===== src/rtl/dhc_pkg.sv =====
package dhc_pkg;
    localparam int CAP_W          = 4;
    localparam int CAP_EXT_HALT   = 0;
    localparam int CAP_EXT_SYNC   = 1;
    localparam int CAP_HALTED_OUT = 2;
    localparam int CAP_USER_CTRL  = 3;

    typedef struct packed {
        logic ack;
    } rx_state_t;

    typedef struct packed {
        logic req;
        logic issued;
    } tx_state_t;
endpackage


===== src/rtl/dhc_sync.sv =====
module dhc_sync #(
    parameter int STAGES = 2
) (
    input  logic clk,
    input  logic rst_n,
    input  logic d,
    output logic q
);
    localparam int LAST = STAGES - 1;

    logic [LAST:0] chain_d, chain_q;

    always_comb begin
        chain_d = {chain_q[LAST-1:0], d};
        q       = chain_q[LAST];
    end

    always_ff @(posedge clk or negedge rst_n) begin
        if (!rst_n) chain_q <= '0;
        else        chain_q <= chain_d;
    end
endmodule


===== src/rtl/dhc_trig_rx.sv =====
module dhc_trig_rx
    import dhc_pkg::*;
#(
    parameter int STAGES = 2
) (
    input  logic clk,
    input  logic rst_n,
    input  logic req_async,
    output logic ack,
    output logic evt
);
    logic      req_s;
    rx_state_t st_d, st_q;

    dhc_sync #(.STAGES(STAGES)) u_req_sync (
        .clk  (clk),
        .rst_n(rst_n),
        .d    (req_async),
        .q    (req_s)
    );

    always_comb begin
        st_d.ack = req_s;
        evt      = req_s & ~st_q.ack;
        ack      = st_q.ack;
    end

    always_ff @(posedge clk or negedge rst_n) begin
        if (!rst_n) st_q <= '0;
        else        st_q <= st_d;
    end

    // one event per request phase
    p_single_evt_r7: assert property (@(posedge clk) disable iff (!rst_n)
        evt |=> !evt);
    p_ack_tracks_r7: assert property (@(posedge clk) disable iff (!rst_n)
        (ack && !req_s) |=> !ack);
endmodule


===== src/rtl/dhc_trig_tx.sv =====
module dhc_trig_tx
    import dhc_pkg::*;
#(
    parameter int STAGES = 2
) (
    input  logic clk,
    input  logic rst_n,
    input  logic fire,
    input  logic rearm,
    input  logic ack_async,
    output logic req
);
    logic      ack_s;
    logic      launch;
    tx_state_t st_d, st_q;

    dhc_sync #(.STAGES(STAGES)) u_ack_sync (
        .clk  (clk),
        .rst_n(rst_n),
        .d    (ack_async),
        .q    (ack_s)
    );

    always_comb begin
        launch    = fire & ~st_q.issued & ~st_q.req & ~ack_s;
        st_d.req  = st_q.req ? ~ack_s : launch;
        st_d.issued = rearm ? 1'b0 : (st_q.issued | launch);
        req       = st_q.req;
    end

    always_ff @(posedge clk or negedge rst_n) begin
        if (!rst_n) st_q <= '0;
        else        st_q <= st_d;
    end

    p_req_held_r8: assert property (@(posedge clk) disable iff (!rst_n)
        (req && !ack_s) |=> req);
    p_no_raise_on_ack_r8: assert property (@(posedge clk) disable iff (!rst_n)
        (!req && ack_s) |=> !req);
endmodule


===== src/rtl/dbg_halt_ctrl.sv =====
module dbg_halt_ctrl
    import dhc_pkg::*;
#(
    parameter int N_ENG       = 3,
    parameter int SYNC_STAGES = 2
) (
    input  logic             clk,
    input  logic             rst_n,
    input  logic             cfg_halt,
    input  logic             cfg_resume,
    input  logic [N_ENG-1:0] dbg_en,
    input  logic             trig_halt_req,
    output logic             trig_halt_ack,
    input  logic             trig_sync_req,
    output logic             trig_sync_ack,
    output logic             halted_trig_req,
    input  logic             halted_trig_ack,
    input  logic [N_ENG-1:0] eng_start_req,
    output logic [N_ENG-1:0] eng_start_gnt,
    input  logic [N_ENG-1:0] eng_boundary,
    output logic [N_ENG-1:0] eng_halted,
    output logic [CAP_W-1:0] dbg_cap
);
    typedef struct packed {
        logic             halt;
        logic             pend;
        logic [N_ENG-1:0] busy;
    } ctl_t;

    ctl_t             d, q;
    logic             ext_halt_evt, ext_sync_evt;
    logic             halt_evt, resume_evt, all_halted;
    logic [N_ENG-1:0] gate;

    dhc_trig_rx #(.STAGES(SYNC_STAGES)) u_halt_rx (
        .clk      (clk),
        .rst_n    (rst_n),
        .req_async(trig_halt_req),
        .ack      (trig_halt_ack),
        .evt      (ext_halt_evt)
    );

    dhc_trig_rx #(.STAGES(SYNC_STAGES)) u_sync_rx (
        .clk      (clk),
        .rst_n    (rst_n),
        .req_async(trig_sync_req),
        .ack      (trig_sync_ack),
        .evt      (ext_sync_evt)
    );

    dhc_trig_tx #(.STAGES(SYNC_STAGES)) u_halted_tx (
        .clk      (clk),
        .rst_n    (rst_n),
        .fire     (all_halted),
        .rearm    (~q.halt),
        .ack_async(halted_trig_ack),
        .req      (halted_trig_req)
    );

    always_comb begin
        halt_evt   = cfg_halt | ext_halt_evt;
        resume_evt = cfg_resume | ext_sync_evt;
        gate       = {N_ENG{q.halt}} & dbg_en;

        eng_start_gnt = eng_start_req & ~q.busy & ~gate;
        eng_halted    = gate & ~q.busy;
        all_halted    = q.halt & ((q.busy & dbg_en) == '0);

        d      = q;
        d.busy = (q.busy & ~eng_boundary) | eng_start_gnt;
        if (q.halt && resume_evt) begin
            d.halt = 1'b0;
            d.pend = halt_evt;
        end else begin
            d.halt = q.halt | halt_evt | q.pend;
            d.pend = 1'b0;
        end

        dbg_cap                 = '0;
        dbg_cap[CAP_EXT_HALT]   = 1'b1;
        dbg_cap[CAP_EXT_SYNC]   = 1'b1;
        dbg_cap[CAP_HALTED_OUT] = 1'b1;
        dbg_cap[CAP_USER_CTRL]  = 1'b1;
    end

    always_ff @(posedge clk or negedge rst_n) begin
        if (!rst_n) q <= '0;
        else        q <= d;
    end

    p_resume_clears_r3: assert property (@(posedge clk) disable iff (!rst_n)
        (q.halt && resume_evt) |=> !q.halt);
    p_idle_resume_r9: assert property (@(posedge clk) disable iff (!rst_n)
        (!q.halt && !q.pend && !halt_evt && resume_evt) |=> !q.halt);
    p_deferred_halt_r10: assert property (@(posedge clk) disable iff (!rst_n)
        (q.halt && resume_evt && halt_evt) |=> ##1 q.halt);

    for (genvar i = 0; i < N_ENG; i++) begin : g_eng_chk
        p_busy_hold_r5: assert property (@(posedge clk) disable iff (!rst_n)
            (q.busy[i] && !eng_boundary[i]) |=> !eng_start_gnt[i]);
    end
endmodule


===== config.mk =====
export PLATFORM = sky130hd
export DESIGN_NAME = dbg_halt_ctrl
export DESIGN_NICKNAME = d
export VERILOG_FILES = /design/src/rtl/dhc_pkg.sv /design/src/rtl/dhc_sync.sv /design/src/rtl/dhc_trig_rx.sv /design/src/rtl/dhc_trig_tx.sv /design/src/rtl/dbg_halt_ctrl.sv
export SDC_FILE = /design/constraint.sdc
export NUM_CORES = 1
export LEC_CHECK = 0
export ABC_AREA = 1
export BUFFER_PORTS_ARGS = -buffer_cell sky130_fd_sc_hd__buf_2
export CAP_MARGIN = 0
export CORE_MARGIN = 1.5
export CORE_UTILIZATION = 38
export DETAILED_ROUTE_END_ITERATION = 16
export PLACE_DENSITY_LB_ADDON = 0.15
export SLEW_MARGIN = 25
export SYNTH_ARGS = -nofsm -noshare
export SYNTH_HDL_FRONTEND = slang
export SYNTH_SLANG_ARGS = --single-unit

===== constraint.sdc =====
create_clock -name clk -period 0.9 [get_ports clk]
set_input_delay 0.045 -clock clk [delete_from_list [all_inputs] [get_ports clk]]
set_output_delay 0.045 -clock clk [all_outputs]
set_load 0.02 [all_outputs]

==> out/metrics.cfg <==
[sta]
clock_skew_ns=0.00937
worst_slack_ns=-0.185
rsz0062_at_grt=true
setup_tns_ns=-1.45
fin_crit_ns=1.09
setup_viol=9
hold_viol_final=0
maxSlewViolCount=0
period_share_pct=121
whs_ns=0.0182
max_freq_ghz=0.921

[final_layout]
layout_commonest_cell=buf_2
num-nets-final=117
diodes=0
fin_cells=116
most-common-layout-cells=buf_2, dfrtp_1, inv_1, nand2_1
fill_cells=131
area_growth_pct=51.1
drive_gt1_share_pct=41.0

[global_route]
overflow=0
antenna_found_initial=0
grt_pass1_wl_mm=1.80
grt_pass1_vias=438
grt_usage_pct=14.0
grt_max_degree=16

[logic_synthesis]
yosysWarnings=0
synth_mux_area_share_pct=0
syn_area_um2=591
synth_top_family_by_area=simple AND/OR/NAND/NOR gates
yosysSeqAreaShare_pct=63.6
synth-xor-area-share_pct=0
synth-compound-area-share_pct=6.57
synth-adder-area-share_pct=0
synth_seq_cells=15
syn_area_per_cell_um2=9.23
synth_cell_type_count=10
synth_simple_gate_area_share_pct=15.3
synth_cells=64

[cts]
clkTransAtPathRegs_ns=0.09
htreeDepth=1
clock_sinks=15
insertion_delay_ns=0.28
cts_buffer_depth=2
tritoncts=yes
root_buffer=clkbuf_4
cts_buffers=3

[floorplan]
start_util_pct=40.1
core_area_um2=1470
die_area_um2=1800
num_rows=14
num_io_pins=29
die_y_um=42.4
die_w_um=42.4

[pwr]
max-vdd-ir-drop_uv=1010
p_total_mw=1.70
p_per_area_nw_per_um2=1910
leakage_nw=0.498

[worst_setup_path]
reg2reg_to=u_halted_tx.req$_DFF_PN0_
path_class=flop to primary output
r2r_slack_ns=-0.16
start_kind=flop
worst-path-stages=4
required_ns=0.85
critical_path_arrival_ns=1.04
critPathMaxStageDelay_ns=0.45
crit_path_end_kind=primary output
r2r_start=q[4]$_DFF_PN0_
crit_family=flip-flops
slowest_stage=dfrtp_2
worstPathCellList=nand2_2, nand3_2, inv_2, buf_6
crit_buf_inv=2
reg2reg_depth=6
crit_fanout=4

[route]
detail-route-antenna-nets=0
vias=498
wl_per_cell_um=9.15
firstDrtPassIters=4
drc_errors=0
drtIter0Drc=8
viasPerCell=4.29
wl_mm=1.06

[run_status]
failed_checks=negative setup slack
status=finished, violations left

[place]
dp.cells=103
gp_congestion=0.628
preCtsSetupSlack_ns=0.0268
dpl.hpwl_um=719
portBuffers=24

[flow_run]
maxCapViolCount=0

[min_path]
min_from=cfg_halt
holdPathStages=3
hold_end=q[3]$_DFF_PN0_
hold_path.class=input pin to flop

cells in the mapped netlist, drive strengths merged:
master | n | area share (%)
a21oi | 2 | 2.3
conb | 1 | 0.63
nand2 | 12 | 7.6
buf | 4 | 5.1
dfrtp | 15 | 64
nand3 | 3 | 2.5
o21ai | 5 | 4.2
inv | 14 | 8.9
nor2 | 8 | 5.1
power breakdown:
part | total (mW) | leakage [nW] | internal, mW | switching (mW)
clock | 0.367 | 0.0150 | 0.172 | 0.195
combinational | 0.517 | 0.303 | 0.241 | 0.276
sequential | 0.819 | 0.180 | 0.761 | 0.0577
worst max-delay path by stage:
stage / startpoint / to / slack [ns]
6_report: q[4]$_DFF_PN0_ / eng_start_gnt[2] / -0.19
5_1_grt: q[4]$_DFF_PN0_ / eng_start_gnt[0] / -0.26
4_1_cts: q[4]$_DFF_PN0_ / eng_start_gnt[2] / -0.22
3_5_place_dp: q[4]$_DFF_PN0_ / eng_start_gnt[2] / 0.03
3_3_place_gp: q[4]$_DFF_PN0_ / eng_start_gnt[1] / 0.05
2_1_floorplan: u_halt_rx.ack$_DFF_PN0_ / q[4]$_DFF_PN0_ / 0.009
worst reg2reg max path: stages (launching register included):
cell     delay (ns)
dfrtp_2        0.45
buf_4          0.15
buf_6          0.11
nand2_1        0.06
nor2_1         0.04
nand2_1        0.08
o21ai_1        0.07
area by class of cell:
type                            count  area [µm²]  share of cell area (%)
Sequential cell                    15         377                    42.2
Timing Repair Buffer               33         248                    27.8
Multi-Input combinational cell     34         169                    18.9
Inverter                           14        52.6                    5.89
Clock buffer                        4        26.3                    2.95
Tap cell                           16        20.0                    2.24
routing by layer:
metal,track usage [%],wire (µm),up-vias
met5,0,0,-
met3,6.47,48,2
met1,16.7,439,231
met4,7.50,14,0
met2,20.9,559,13
li1,-,-,252
metrics by stage:
step,util [%],area (µm²)
5_1_grt,60.6,892
2_1_floorplan,-,602
4_1_cts,58.8,866
3_3_place_gp,48.4,712
6_report,60.6,892
3_5_place_dp,48.4,712
flip-flops by register name, summed over array words and instances (netlist names):
name	count
u_sync_rx.u_req_sync.chain_q	2
u_halted_tx.req	1
u_halted_tx.st_q	1
u_sync_rx.ack	1
u_halted_tx.u_ack_sync.chain_q	2
u_halt_rx.ack	1
u_halt_rx.u_req_sync.chain_q	2
q	5
cell families after synthesis:
| group | after synthesis |
|---|---|
| buffers and inverters | 18 |
| DFF | 15 |
| and+or+nand+nor | 23 |
| AOI/OAI and AO/OA | 7 |
| other | 1 |
timing repair:
action,4_1_cts,5_1_grt
hold buffers,7,0
endpoints found under the setup margin,6,11
gates resized for setup,19,7
setup buffers,1,1
hold endpoints to repair,21,0
pin swaps,4,4
No activity file was read; power rests on OpenSTA's default activity.
